$ cat src/rtl/xlt_pkg.sv
package xlt_pkg;
    localparam int REG_AW     = 12;
    localparam int DW         = 32;
    localparam int PAGE_SHIFT = 12;
    localparam int PAGE_W     = DW - PAGE_SHIFT;
    localparam int NUM_FTYPES = 8;
    localparam int FT_W       = $clog2(NUM_FTYPES);
    localparam int NUM_FREGS  = 4;

    localparam logic [REG_AW-1:0] A_CTRL    = 12'h000;
    localparam logic [REG_AW-1:0] A_CFG     = 12'h004;
    localparam logic [REG_AW-1:0] A_STAT    = 12'h008;
    localparam logic [REG_AW-1:0] A_FLALL   = 12'h00C;
    localparam logic [REG_AW-1:0] A_FLONE   = 12'h010;
    localparam logic [REG_AW-1:0] A_TBASE   = 12'h014;
    localparam logic [REG_AW-1:0] A_ISTAT   = 12'h018;
    localparam logic [REG_AW-1:0] A_ICLR    = 12'h01C;
    localparam logic [REG_AW-1:0] A_FA_BASE = 12'h024;
    localparam logic [REG_AW-1:0] A_VER     = 12'h034;
    localparam logic [REG_AW-1:0] A_PF_BASE = 12'h04C;

    localparam logic [DW-1:0] CTL_OFF  = 32'h0;
    localparam logic [DW-1:0] CTL_RUN  = 32'h5;
    localparam logic [DW-1:0] CTL_HOLD = 32'h7;

    typedef enum logic [1:0] {S_OFF, S_RUN, S_HOLD_REQ, S_HELD} ctl_state_e;

    // capture register index; register address is A_FA_BASE + 4*index
    typedef enum logic [1:0] {FR_PAGE, FR_WR, FR_RD, FR_BUS} freg_e;

    function automatic freg_e route_of(input logic [FT_W-1:0] t);
        freg_e r;
        unique case (t)
            3'd0:             r = FR_PAGE;
            3'd1, 3'd4, 3'd5: r = FR_RD;
            3'd2, 3'd6, 3'd7: r = FR_WR;
            default:          r = FR_BUS;
        endcase
        return r;
    endfunction
endpackage

$ cat src/rtl/xlt_ctrl_fsm.sv
module xlt_ctrl_fsm
    import xlt_pkg::*;
(
    input  logic          clk,
    input  logic          rst_n,
    input  logic          ctl_wr,
    input  logic [DW-1:0] ctl_val,
    input  logic          dp_idle,
    input  logic          flt_valid,
    output ctl_state_e    state,
    output logic          flt_accept,
    output logic          on,
    output logic          hold,
    output logic          held,
    output logic [DW-1:0] ctl_rd
);
    ctl_state_e st_q, st_d;

    logic wr_run, wr_off, wr_hold;
    assign wr_run  = ctl_wr && (ctl_val == CTL_RUN);
    assign wr_off  = ctl_wr && (ctl_val == CTL_OFF);
    assign wr_hold = ctl_wr && (ctl_val == CTL_HOLD);

    // state register
    always_ff @(posedge clk or negedge rst_n) begin
        if (!rst_n) st_q <= S_OFF;
        else        st_q <= st_d;
    end

    // next state: a fault wins over any control write while translation is on
    always_comb begin
        st_d = st_q;
        unique case (st_q)
            S_OFF: begin
                if (wr_run)       st_d = S_RUN;
                else if (wr_hold) st_d = S_HOLD_REQ;
            end
            S_RUN: begin
                if (flt_valid)    st_d = S_HELD;
                else if (wr_off)  st_d = S_OFF;
                else if (wr_hold) st_d = S_HOLD_REQ;
            end
            S_HOLD_REQ: begin
                if (flt_valid)    st_d = S_HELD;
                else if (wr_off)  st_d = S_OFF;
                else if (wr_run)  st_d = S_RUN;
                else if (dp_idle) st_d = S_HELD;
            end
            S_HELD: begin
                if (flt_valid)    st_d = S_HELD;
                else if (wr_off)  st_d = S_OFF;
                else if (wr_run)  st_d = S_RUN;
            end
        endcase
    end

    // outputs
    always_comb begin
        state      = st_q;
        on         = (st_q != S_OFF);
        hold       = (st_q == S_HOLD_REQ) || (st_q == S_HELD);
        held       = (st_q == S_HELD);
        flt_accept = flt_valid && (st_q != S_OFF);
        unique case (st_q)
            S_OFF:              ctl_rd = CTL_OFF;
            S_RUN:              ctl_rd = CTL_RUN;
            S_HOLD_REQ, S_HELD: ctl_rd = CTL_HOLD;
        endcase
    end
endmodule

$ cat src/rtl/xlt_fault_log.sv
module xlt_fault_log
    import xlt_pkg::*;
(
    input  logic                          clk,
    input  logic                          rst_n,
    input  logic                          flt_accept,
    input  logic [FT_W-1:0]               flt_type,
    input  logic [DW-1:0]                 flt_addr,
    input  logic                          clr_wr,
    input  logic [NUM_FTYPES-1:0]         clr_mask,
    output logic [NUM_FTYPES-1:0]         istat,
    output logic [NUM_FREGS-1:0][DW-1:0]  fa_regs
);
    logic [NUM_FTYPES-1:0] ist_q, set_vec, clr_vec;
    logic                  capture;
    freg_e                 dst;

    assign set_vec = flt_accept ? (NUM_FTYPES'(1) << flt_type) : '0;
    assign clr_vec = clr_wr ? clr_mask : '0;
    assign capture = flt_accept && !ist_q[flt_type];
    assign dst     = route_of(flt_type);

    always_ff @(posedge clk or negedge rst_n) begin
        if (!rst_n) ist_q <= '0;
        else        ist_q <= (ist_q & ~clr_vec) | set_vec;
    end

    for (genvar g = 0; g < NUM_FREGS; g++) begin : g_fa
        logic [DW-1:0] fa_q;
        always_ff @(posedge clk or negedge rst_n) begin
            if (!rst_n)                          fa_q <= '0;
            else if (capture && dst == freg_e'(g)) fa_q <= flt_addr;
        end
        assign fa_regs[g] = fa_q;
    end

    assign istat = ist_q;
endmodule

$ cat src/rtl/xlt_flush_gen.sv
module xlt_flush_gen
    import xlt_pkg::*;
(
    input  logic              clk,
    input  logic              rst_n,
    input  logic              all_wr,
    input  logic              one_wr,
    input  logic [DW-1:0]     wdata,
    output logic              flush_all,
    output logic              flush_entry,
    output logic [PAGE_W-1:0] flush_page
);
    always_ff @(posedge clk or negedge rst_n) begin
        if (!rst_n) begin
            flush_all   <= 1'b0;
            flush_entry <= 1'b0;
            flush_page  <= '0;
        end else begin
            flush_all   <= all_wr && wdata[0];
            flush_entry <= one_wr && wdata[0];
            if (one_wr && wdata[0]) flush_page <= wdata[DW-1:PAGE_SHIFT];
        end
    end
endmodule

$ cat src/rtl/xlt_ctrl_top.sv
module xlt_ctrl_top
    import xlt_pkg::*;
#(
    parameter int          NUM_WIN = 2,
    parameter logic [27:0] VER_LOW = 28'h0000100
) (
    input  logic                  clk,
    input  logic                  rst_n,
    input  logic                  reg_we,
    input  logic [REG_AW-1:0]     reg_addr,
    input  logic [DW-1:0]         reg_wdata,
    output logic [DW-1:0]         reg_rdata,
    input  logic                  dp_idle,
    input  logic                  flt_valid,
    input  logic [FT_W-1:0]       flt_type,
    input  logic [DW-1:0]         flt_addr,
    output logic                  xlt_on,
    output logic                  xlt_hold,
    output logic                  irq,
    output logic                  flush_all,
    output logic                  flush_entry,
    output logic [PAGE_W-1:0]     flush_page,
    output logic [DW-1:0]         cfg_word,
    output logic [DW-1:0]         tbl_base,
    output logic [NUM_WIN*DW-1:0] pf_start,
    output logic [NUM_WIN*DW-1:0] pf_end
);
    localparam logic [DW-1:0] VER_WORD = {4'h3, VER_LOW};
    localparam logic [DW-1:0] PF_END_RST = '1;

    ctl_state_e                   ctl_st;
    logic                         flt_accept, held;
    logic [DW-1:0]                ctl_rd;
    logic [NUM_FTYPES-1:0]        istat;
    logic [NUM_FREGS-1:0][DW-1:0] fa_regs;
    logic [DW-1:0]                cfg_q, tbase_q;
    logic [NUM_WIN-1:0][DW-1:0]   pf_lo_q, pf_hi_q;

    xlt_ctrl_fsm u_fsm (
        .clk        (clk),
        .rst_n      (rst_n),
        .ctl_wr     (reg_we && reg_addr == A_CTRL),
        .ctl_val    (reg_wdata),
        .dp_idle    (dp_idle),
        .flt_valid  (flt_valid),
        .state      (ctl_st),
        .flt_accept (flt_accept),
        .on         (xlt_on),
        .hold       (xlt_hold),
        .held       (held),
        .ctl_rd     (ctl_rd)
    );

    xlt_fault_log u_flog (
        .clk        (clk),
        .rst_n      (rst_n),
        .flt_accept (flt_accept),
        .flt_type   (flt_type),
        .flt_addr   (flt_addr),
        .clr_wr     (reg_we && reg_addr == A_ICLR),
        .clr_mask   (reg_wdata[NUM_FTYPES-1:0]),
        .istat      (istat),
        .fa_regs    (fa_regs)
    );

    xlt_flush_gen u_flush (
        .clk         (clk),
        .rst_n       (rst_n),
        .all_wr      (reg_we && reg_addr == A_FLALL),
        .one_wr      (reg_we && reg_addr == A_FLONE),
        .wdata       (reg_wdata),
        .flush_all   (flush_all),
        .flush_entry (flush_entry),
        .flush_page  (flush_page)
    );

    assign irq = |istat;

    always_ff @(posedge clk or negedge rst_n) begin
        if (!rst_n) begin
            cfg_q   <= '0;
            tbase_q <= '0;
        end else if (reg_we) begin
            if (reg_addr == A_CFG)   cfg_q   <= reg_wdata;
            if (reg_addr == A_TBASE) tbase_q <= reg_wdata;
        end
    end

    for (genvar w = 0; w < NUM_WIN; w++) begin : g_pf
        localparam logic [REG_AW-1:0] A_LO = A_PF_BASE + REG_AW'(8 * w);
        localparam logic [REG_AW-1:0] A_HI = A_LO + REG_AW'(4);
        always_ff @(posedge clk or negedge rst_n) begin
            if (!rst_n) begin
                pf_lo_q[w] <= '0;
                pf_hi_q[w] <= PF_END_RST;
            end else if (reg_we) begin
                if (reg_addr == A_LO) pf_lo_q[w] <= reg_wdata;
                if (reg_addr == A_HI) pf_hi_q[w] <= reg_wdata;
            end
        end
    end

    always_comb begin
        reg_rdata = '0;
        case (reg_addr)
            A_CTRL:                 reg_rdata = ctl_rd;
            A_CFG:                  reg_rdata = cfg_q;
            A_STAT:                 reg_rdata = {{(DW-1){1'b0}}, held};
            A_TBASE:                reg_rdata = tbase_q;
            A_ISTAT:                reg_rdata = {{(DW-NUM_FTYPES){1'b0}}, istat};
            A_VER:                  reg_rdata = VER_WORD;
            default:                reg_rdata = '0;
        endcase
        for (int f = 0; f < NUM_FREGS; f++) begin
            if (reg_addr == A_FA_BASE + REG_AW'(4 * f)) reg_rdata = fa_regs[f];
        end
        for (int w = 0; w < NUM_WIN; w++) begin
            if (reg_addr == A_PF_BASE + REG_AW'(8 * w))     reg_rdata = pf_lo_q[w];
            if (reg_addr == A_PF_BASE + REG_AW'(8 * w + 4)) reg_rdata = pf_hi_q[w];
        end
    end

    assign cfg_word = cfg_q;
    assign tbl_base = tbase_q;
    assign pf_start = pf_lo_q;
    assign pf_end   = pf_hi_q;
endmodule

$ cat config.mk
export PLATFORM = sky130hd
export DESIGN_NAME = xlt_ctrl_top
export DESIGN_NICKNAME = d
export VERILOG_FILES = /design/src/rtl/xlt_pkg.sv /design/src/rtl/xlt_ctrl_fsm.sv /design/src/rtl/xlt_fault_log.sv /design/src/rtl/xlt_flush_gen.sv /design/src/rtl/xlt_ctrl_top.sv
export SDC_FILE = /design/constraint.sdc
export NUM_CORES = 1
export LEC_CHECK = 0
export ABC_AREA = 1
export BUFFER_PORTS_ARGS = -buffer_cell sky130_fd_sc_hd__buf_2
export CAP_MARGIN = 0
export CORE_MARGIN = 10
export CORE_UTILIZATION = 50
export CTS_BUF_LIST = sky130_fd_sc_hd__clkbuf_8
export DETAILED_ROUTE_END_ITERATION = 16
export PLACE_DENSITY = 0.78
export SETUP_SLACK_MARGIN = 0.4
export SYNTH_ARGS = -nofsm -noshare
export SYNTH_HDL_FRONTEND = slang
export SYNTH_SLANG_ARGS = --single-unit
export TNS_END_PERCENT = 100
$ cat constraint.sdc
create_clock -name clk -period 2.9 [get_ports clk]
set_input_delay 0.58 -clock clk [delete_from_list [all_inputs] [get_ports clk]]
set_output_delay 0.58 -clock clk [all_outputs]
set_load 0.005 [all_outputs]
==> impl_results.md, run 1 <==
- Status: complete, but fails checks
- Failing checks: setup timing
- Worst-Skew Late Latency: between 0.6 and 0.7 ns
- Post-synth top cells: nand2_1 (686), o21ai_0 (381), dfrtp_1 (288), inv_1 (167), nand3_1 (72)
- Number of CTS-inserted buffers: 58
- Initial Utilization: around half
- Largest area contributor in the netlist: dfrtp_1
- First-pass GRT wire length: roughly 99,000 um
- Post-synth cell types: 43
- Tcrit/Tclk final: 103%
- Max transition margin: between 40% and 50%
- # fillers: 2,447
- Drt pass-1 iters: 6
- Syn_nets: slightly above 2,000
- Crit-path max FO: 7
- Pwr Density: between 500 and 600 nW/um^2
- Share of the synthesized area in the top cell type: between 40% and 50%
- Switch share: between 20% and 30%
- Port bufs: roughly 330
- Largest net degree at the start of global routing: 88
- I/O pin count: 333
- Metal-1 WL: between 20,000 and 25,000 um
- Ys flop type: dfrtp_1
- Uppermost layer routed: met4
- Synth Cell Area: 16,100 um^2
- Synthesis-stage register bit count: ~350
- Multi-input gate area: 7080 um^2
- Placement Rows: 65
- Final Wtd Congestion: slightly below 1
- Pint: just under 9 mW
- Clk slew on worst S/H paths: 0.06 ns
- Most common cell in the netlist: nand2_1
- Synth area leaders: dfrtp_1 (45%), nand2_1 (16%), o21ai_0 (12%), dfstp_2 (10%), inv_1 (3.9%)
- Sequential share of power: 49.1%
- Iter 0 DRT Violations: approximately 1,700
- Max IR drop VDD: around 430 uV
- Final nets: approximately 2,600
- Final Util: ~70%
- RSZ-0062 raised after global routing: yes
- Arrival time at the worst endpoint: roughly 2.4 ns
- Mapped Avg Cell Area: 8.12 um^2
- CP Capture Type: output pin
- Die area: around 40,000 um^2
- Final WS setup: -0.0914 ns
- NetSw: roughly 3.2 mW
- Setup violators final: 20
- CTS tree: built
- Static Leak: about 12 nW
- Wirelength, routed: approximately 66,000 um
- Met2 WL: 30,600 um
- Die Span Y: between 150 and 200 um
- Antenna violations before repair: 0
- DRC Markers: 0
- Clk sinks: 352
- Max Transition Viols Final: 0
- Vias per std cell: 5.73
- Seq/Total Area, Yosys: 55.0%
- Final Hold Fails: 0
- Post-Synthesis Cells: between 1,500 and 2,000
- Root buffer cell: clkbuf_8
- Async S/R FF share, synth: 100%
- Die X: between 150 and 200 um
- Startpoint types: primary input
- Clock share of power: between 40% and 50%
- Vias in the first global route: roughly 17,000
- GRT Residual Overflow: 0
- Measured slew at the worst slew-check pin: between 0.8 and 0.9 ns
- CTS HTree Levels: 2
- Met3 routed WL: a little under 7000 um
- Post-detail-place hpwl: ~46,000 um
- Clock buffer depth: 3
- Core ar.: 31,700 um^2
- Via count: 16,700
- Syn. warnings: 0
- Comb pwr share: between 9 and 10%
- Post-Place Worst Slack: -0.271 ns
- Hold Path Class: primary input to register
- Total Routing Usage GR: approximately a third
- Max-cap violations: 0
- Worst-case clock skew: around 0.047 ns
- Critical path class: primary input to output pin
- Req. time, crit path: between 2 and 2.5 ns
- DR WL/cell: approximately 23 um
- P&R area growth vs syn: 37.8%
- Post-synth EDFFs: 0
- Share of cells above drive strength 1: a little over a third
- Worst hold margin: ~0.18 ns
- Antenna Nets Post-Route: 0
- Period minus WS final: 2.99 ns
- Ant diodes: 0
- Register area: ~8900 um^2
- Max Fclk: 334 MHz
==> cells by family after synthesis <==
family / Yosys count / share of synthesized area (%)
compound gates: 449 / 14.7
buf+inv: 272 / 6.59
flops: 352 / 55.0
mux: 2 / 0.139
simple gates: 914 / 23.6
==> layout by cell type, fill, tap and decap left out, drive strengths merged, types with 12 or more instances in the layout <==
master,count
a21oi,21
nor3,13
clkbuf,70
o21ai,389
buf,518
nor2,69
nand2,690
dfstp,64
nand4,41
nand3,75
clkinv,12
dfrtp,288
inv,191
or2,19
==> cell type report <==
class                   count  share of cell area [%]
flip-flops and latches    352                    40.0
clock inverters            40                    1.66
multi-input cells        1367                    31.8
clock buffers              69                    4.27
inverters                 172                    3.01
repair buffers            520                    17.0
well taps                 402                    2.26
==> per-layer routing <==
metal  up-vias  track usage (%)
li1       7450                -
met5         -                0
met2      1015             51.0
met4         0             20.2
met1      8008             38.9
met3       265             7.91
==> power groups by stage <==
stage / combinational [mW] / sequential [mW] / clock (mW)
floorplan: 0.539 / 5.72 / 0
global placement: 0.930 / 5.83 / 0
detailed placement: 0.978 / 5.85 / 0
CTS: 1.04 / 5.79 / 4.97
global route: 1.22 / 5.87 / 5.21
finish: 1.09 / 5.83 / 4.95
==> registers in the layout, summed over array words and instances, names as in the netlist <==
signal	cells
pf_start	64
u_flog.g_fa.fa_q	128
u_flush.flush_all	1
cfg_word	32
u_flog.istat	8
u_fsm.state	2
u_flush.flush_page	20
pf_end	64
u_flush.flush_entry	1
tbl_base	32
==> worst paths after layout <==
path	from	to	slack, ns	cells past startpoint
min in group asynchronous	rst_n	u_flog.istat[5]$_DFF_PN0_	0.59	2
max	reg_addr[11]	reg_rdata[28]	-0.09	16
max reg2reg	u_fsm.state[1]$_DFFE_PN0P_	u_flog.g_fa[2].fa_q[27]$_DFFE_PN0P_	0.68	9
min reg2reg	u_flush.flush_page[19]$_DFFE_PN0P_	u_flush.flush_page[19]$_DFFE_PN0P_	0.48	2
max in group asynchronous	rst_n	pf_end[30]$_DFFE_PN1P_	1.45	3
min	reg_wdata[14]	pf_end[14]$_DFFE_PN1P_	0.18	3
==> what timing repair did <==
action                     in CTS  in global routing
resized for setup             197                112
pin swaps                      66                 73
hold endpoints to repair        7                  0
gates cloned                    5                  2
hold buffers                    1                  0
buffers inserted               33                 12
setup endpoints to repair      32                 37
==> critical path: stages <==
cell and delay, ns:
buf_8 0.07, nor2_4 0.03, nand2_4 0.11, buf_6 0.13, inv_4 0.03, nand4_1 0.08
bufinv_8 0.23, buf_12 0.16, nand2_4 0.07, nand3_4 0.06, a21oi_2 0.14, nand3_2 0.09
a211oi_2 0.23, buf_4 0.17, nand4_1 0.08, buf_2 0.15
==> metrics by stage <==
step	power, mW	instances	area (um^2)	TNS [ns]
3_5_place_dp	6.82	2760	19300	-5.28
2_1_floorplan	6.26	1989	16200	0
6_report	11.9	2922	22200	-0.724
5_1_grt	12.3	2922	22200	-2.96
3_3_place_gp	6.76	2760	19300	-5.07
4_1_cts	11.8	2908	21700	-0.132
(Power assumes the default switching activity.)
==> run 2: changes to the inputs <==
--- a/config.mk
+++ b/config.mk
@@ -8,6 +8,7 @@
 export ABC_AREA = 1
 export BUFFER_PORTS_ARGS = -buffer_cell sky130_fd_sc_hd__buf_2
 export CAP_MARGIN = 0
+export CORE_ASPECT_RATIO = 0.6
 export CORE_MARGIN = 10
 export CORE_UTILIZATION = 50
 export CTS_BUF_LIST = sky130_fd_sc_hd__clkbuf_8
==> run 2 against run 1 <==
The run still ends with setup timing left; via count is 2.4% lower; first-iteration DRC count is 6.2% higher; register-to-register slack better by 0.02 ns; cell area is 3.3% lower; hold slack better by 0.045 ns; sequential cell count stayed put; global-route usage is 1.9 points lower; sequential power is 0.7% lower; power is 6.1% lower; utilization is 1.9 points lower; die area is 0.59% higher; clock skew is 0.022 ns lower; largest power group unchanged; highest routed layer unchanged.
==> impl_results.md, run 2 (synthesis gave the netlist of run 1 again) <==
- Root buffer cell: clkbuf_8
- Measured slew at the worst slew-check pin: between 0.9 and 1 ns
- Clk sinks: 352
- Final Wtd Congestion: about 0.98
- Die Span Y: between 150 and 200 um
- Final WS setup: -0.0486 ns
- Setup violators final: 11
- Critical path class: primary input to output pin
- Crit-path max FO: 8
- Worst-case clock skew: ~0.026 ns
- Post-Place Worst Slack: -0.225 ns
- Period minus WS final: between 2 and 3 ns
- Wirelength, routed: about 63,000 um
- Antenna Nets Post-Route: 0
- Final Util: 68.2%
- RSZ-0062 raised after global routing: yes
- Total Routing Usage GR: 30.3%
- First-pass GRT wire length: approximately 96,000 um
- Arrival time at the worst endpoint: 2.37 ns
- Placed cell areas: 19,200 um^2
- Via count: roughly 16,000
- Max Fclk: approximately 340 MHz
- Top reg by flops: u_flog.g_fa.fa_q
- Crit-path most repeated cell: buf_4
- Vias per std cell: 5.64
- Setup tns final: -0.375 ns
- Max IR drop VDD: 319 uV
- I/O pin count: 333
- Final nets: about 2,500
- Most frequent cells in the layout: nand2_1 (639), o21ai_0 (369), buf_2 (324), dfrtp_1 (286), inv_1 (172)
- Worst Setup SP: reg_addr[4]
- Die area: approximately 40,000 um^2
- Max Transition Viols Final: 0
- Commonest non-fill, non-tap cell in the layout: nand2_1
- Final Hold Fails: 0
- P&R area growth vs syn: 33.2%
- Max-cap violations: 0
- Max transition margin: about a third
- CTS tree: built
- Req. time, crit path: 2.32 ns
- Final Power: 11.1 mW
- Port bufs: roughly 330
- Share of cells above drive strength 1: 32.8%
- Static Leak: 11.4 nW
- Largest register FFs: about 130
- Iter 0 DRT Violations: 1,758
- Post-route insts no fill: roughly 2,900
- Worst-Skew Late Latency: about 0.63 ns
- Placement Rows: 50
- Die X: approximately 250 um
- Fin area: 21,500 um^2
- Tcrit/Tclk final: 102%
- Status: complete, but fails checks
- Number of CTS-inserted buffers: 52
- Worst hold margin: about 0.23 ns
- Vias in the first global route: approximately 16,000
- Largest net degree at the start of global routing: 85
- GRT Residual Overflow: 0
- Core ar.: roughly 32,000 um^2
- Slowest stage delay, CP: 0.22 ns
- Startpoint types: primary input
- Pwr Density: 518 nW/um^2
- DR WL/cell: around 22 um
- Max stage delay cell, worst path: a211oi_2
- Failing checks: setup timing
- Antenna violations before repair: 1
- CP Capture Type: output pin
- CTS HTree Levels: 2
- Initial Utilization: about half
- DRC Markers: 0
- HP Start: reg_wdata[9]
- Cells after DPL: 2,764
- Post-detail-place hpwl: about 45,000 um
- Clk slew on worst S/H paths: 0.07 ns
- Critical R2R Launch: u_fsm.state[1]$_DFFE_PN0P_
- Drt pass-1 iters: 6
- # fillers: ~2,500
- Cell Chain, Critical Path: buf_4 > inv_4 > nor2_4 > buf_4 > nand4_1 > inv_4 > buf_12 > nand2_4 > nand3_4 > a21oi_2 > nand3_2 > a211oi_2 > buf_4 > nand4_1 > buf_2
- Hold Path Class: primary input to register
- Clock buffer depth: 3
[run 2: cell types whose count changed in the layout (fill, tap and decap cells not counted), sizes merged, moves of 2 or more]
cell,change
buf,-29
bufinv,-6
clkinv,-9
clkinvlp,+2
inv,-2
[run 2: worst paths after layout]
check	endpoint	slack [ns]	cells after the start
max in group asynchronous	pf_end[13]$_DFFE_PN1P_	1.45	3
min in group asynchronous	tbl_base[4]$_DFFE_PN0P_	0.49	2
worst min-delay path	pf_end[9]$_DFFE_PN1P_	0.23	3
worst max register to register	u_flog.g_fa[0].fa_q[9]$_DFFE_PN0P_	0.70	8
worst max-delay path	reg_rdata[28]	-0.05	15
worst min register to register	u_flog.g_fa[2].fa_q[20]$_DFFE_PN0P_	0.48	2
[run 2: area by class of cell]
class | instances | area (um^2) | area share (%)
clock inverters | 25 | 163 | 0.756
flip-flops and latches | 352 | 8890 | 41.3
repair buffers | 492 | 3380 | 15.7
diodes | 1 | 2.50 | 0.0116
multi-input cells | 1366 | 6930 | 32.2
clock buffers | 69 | 950 | 4.42
inverters | 172 | 667 | 3.10
well taps | 416 | 520 | 2.42
[run 2: critical path: cells and delay by family]
kind / cells / cell delay [ns]
simple gates: 6 / 0.51
buf+inv: 7 / 0.92
compound gates: 2 / 0.34
[run 2: routing by layer]
| metal | GRT usage [%] | wire length [um] | up-vias |
|---|---|---|---|
| met5 | 0 | 0 | - |
| met1 | 39.0 | 24600 | 7828 |
| li1 | - | - | 7369 |
| met3 | 7.44 | 6710 | 161 |
| met4 | 11.7 | 2570 | 0 |
| met2 | 48.5 | 29200 | 970 |
[run 2: report_power, final]
part	internal (mW)	total, mW	switching (mW)	leakage (nW)
registers	5.44	5.79	0.349	4.45
logic	0.384	1.04	0.653	6.31
clock network	2.30	4.31	2.00	0.631
total	8.13	11.1	3.01	11.4
[run 2: what timing repair did]
action,in CTS,in global routing
gates resized for setup,129,100
endpoints found under the setup margin,32,32
setup buffers,17,12
hold endpoints to repair,54,0
pin swaps,37,53
cloned,3,1
hold buffers,1,0
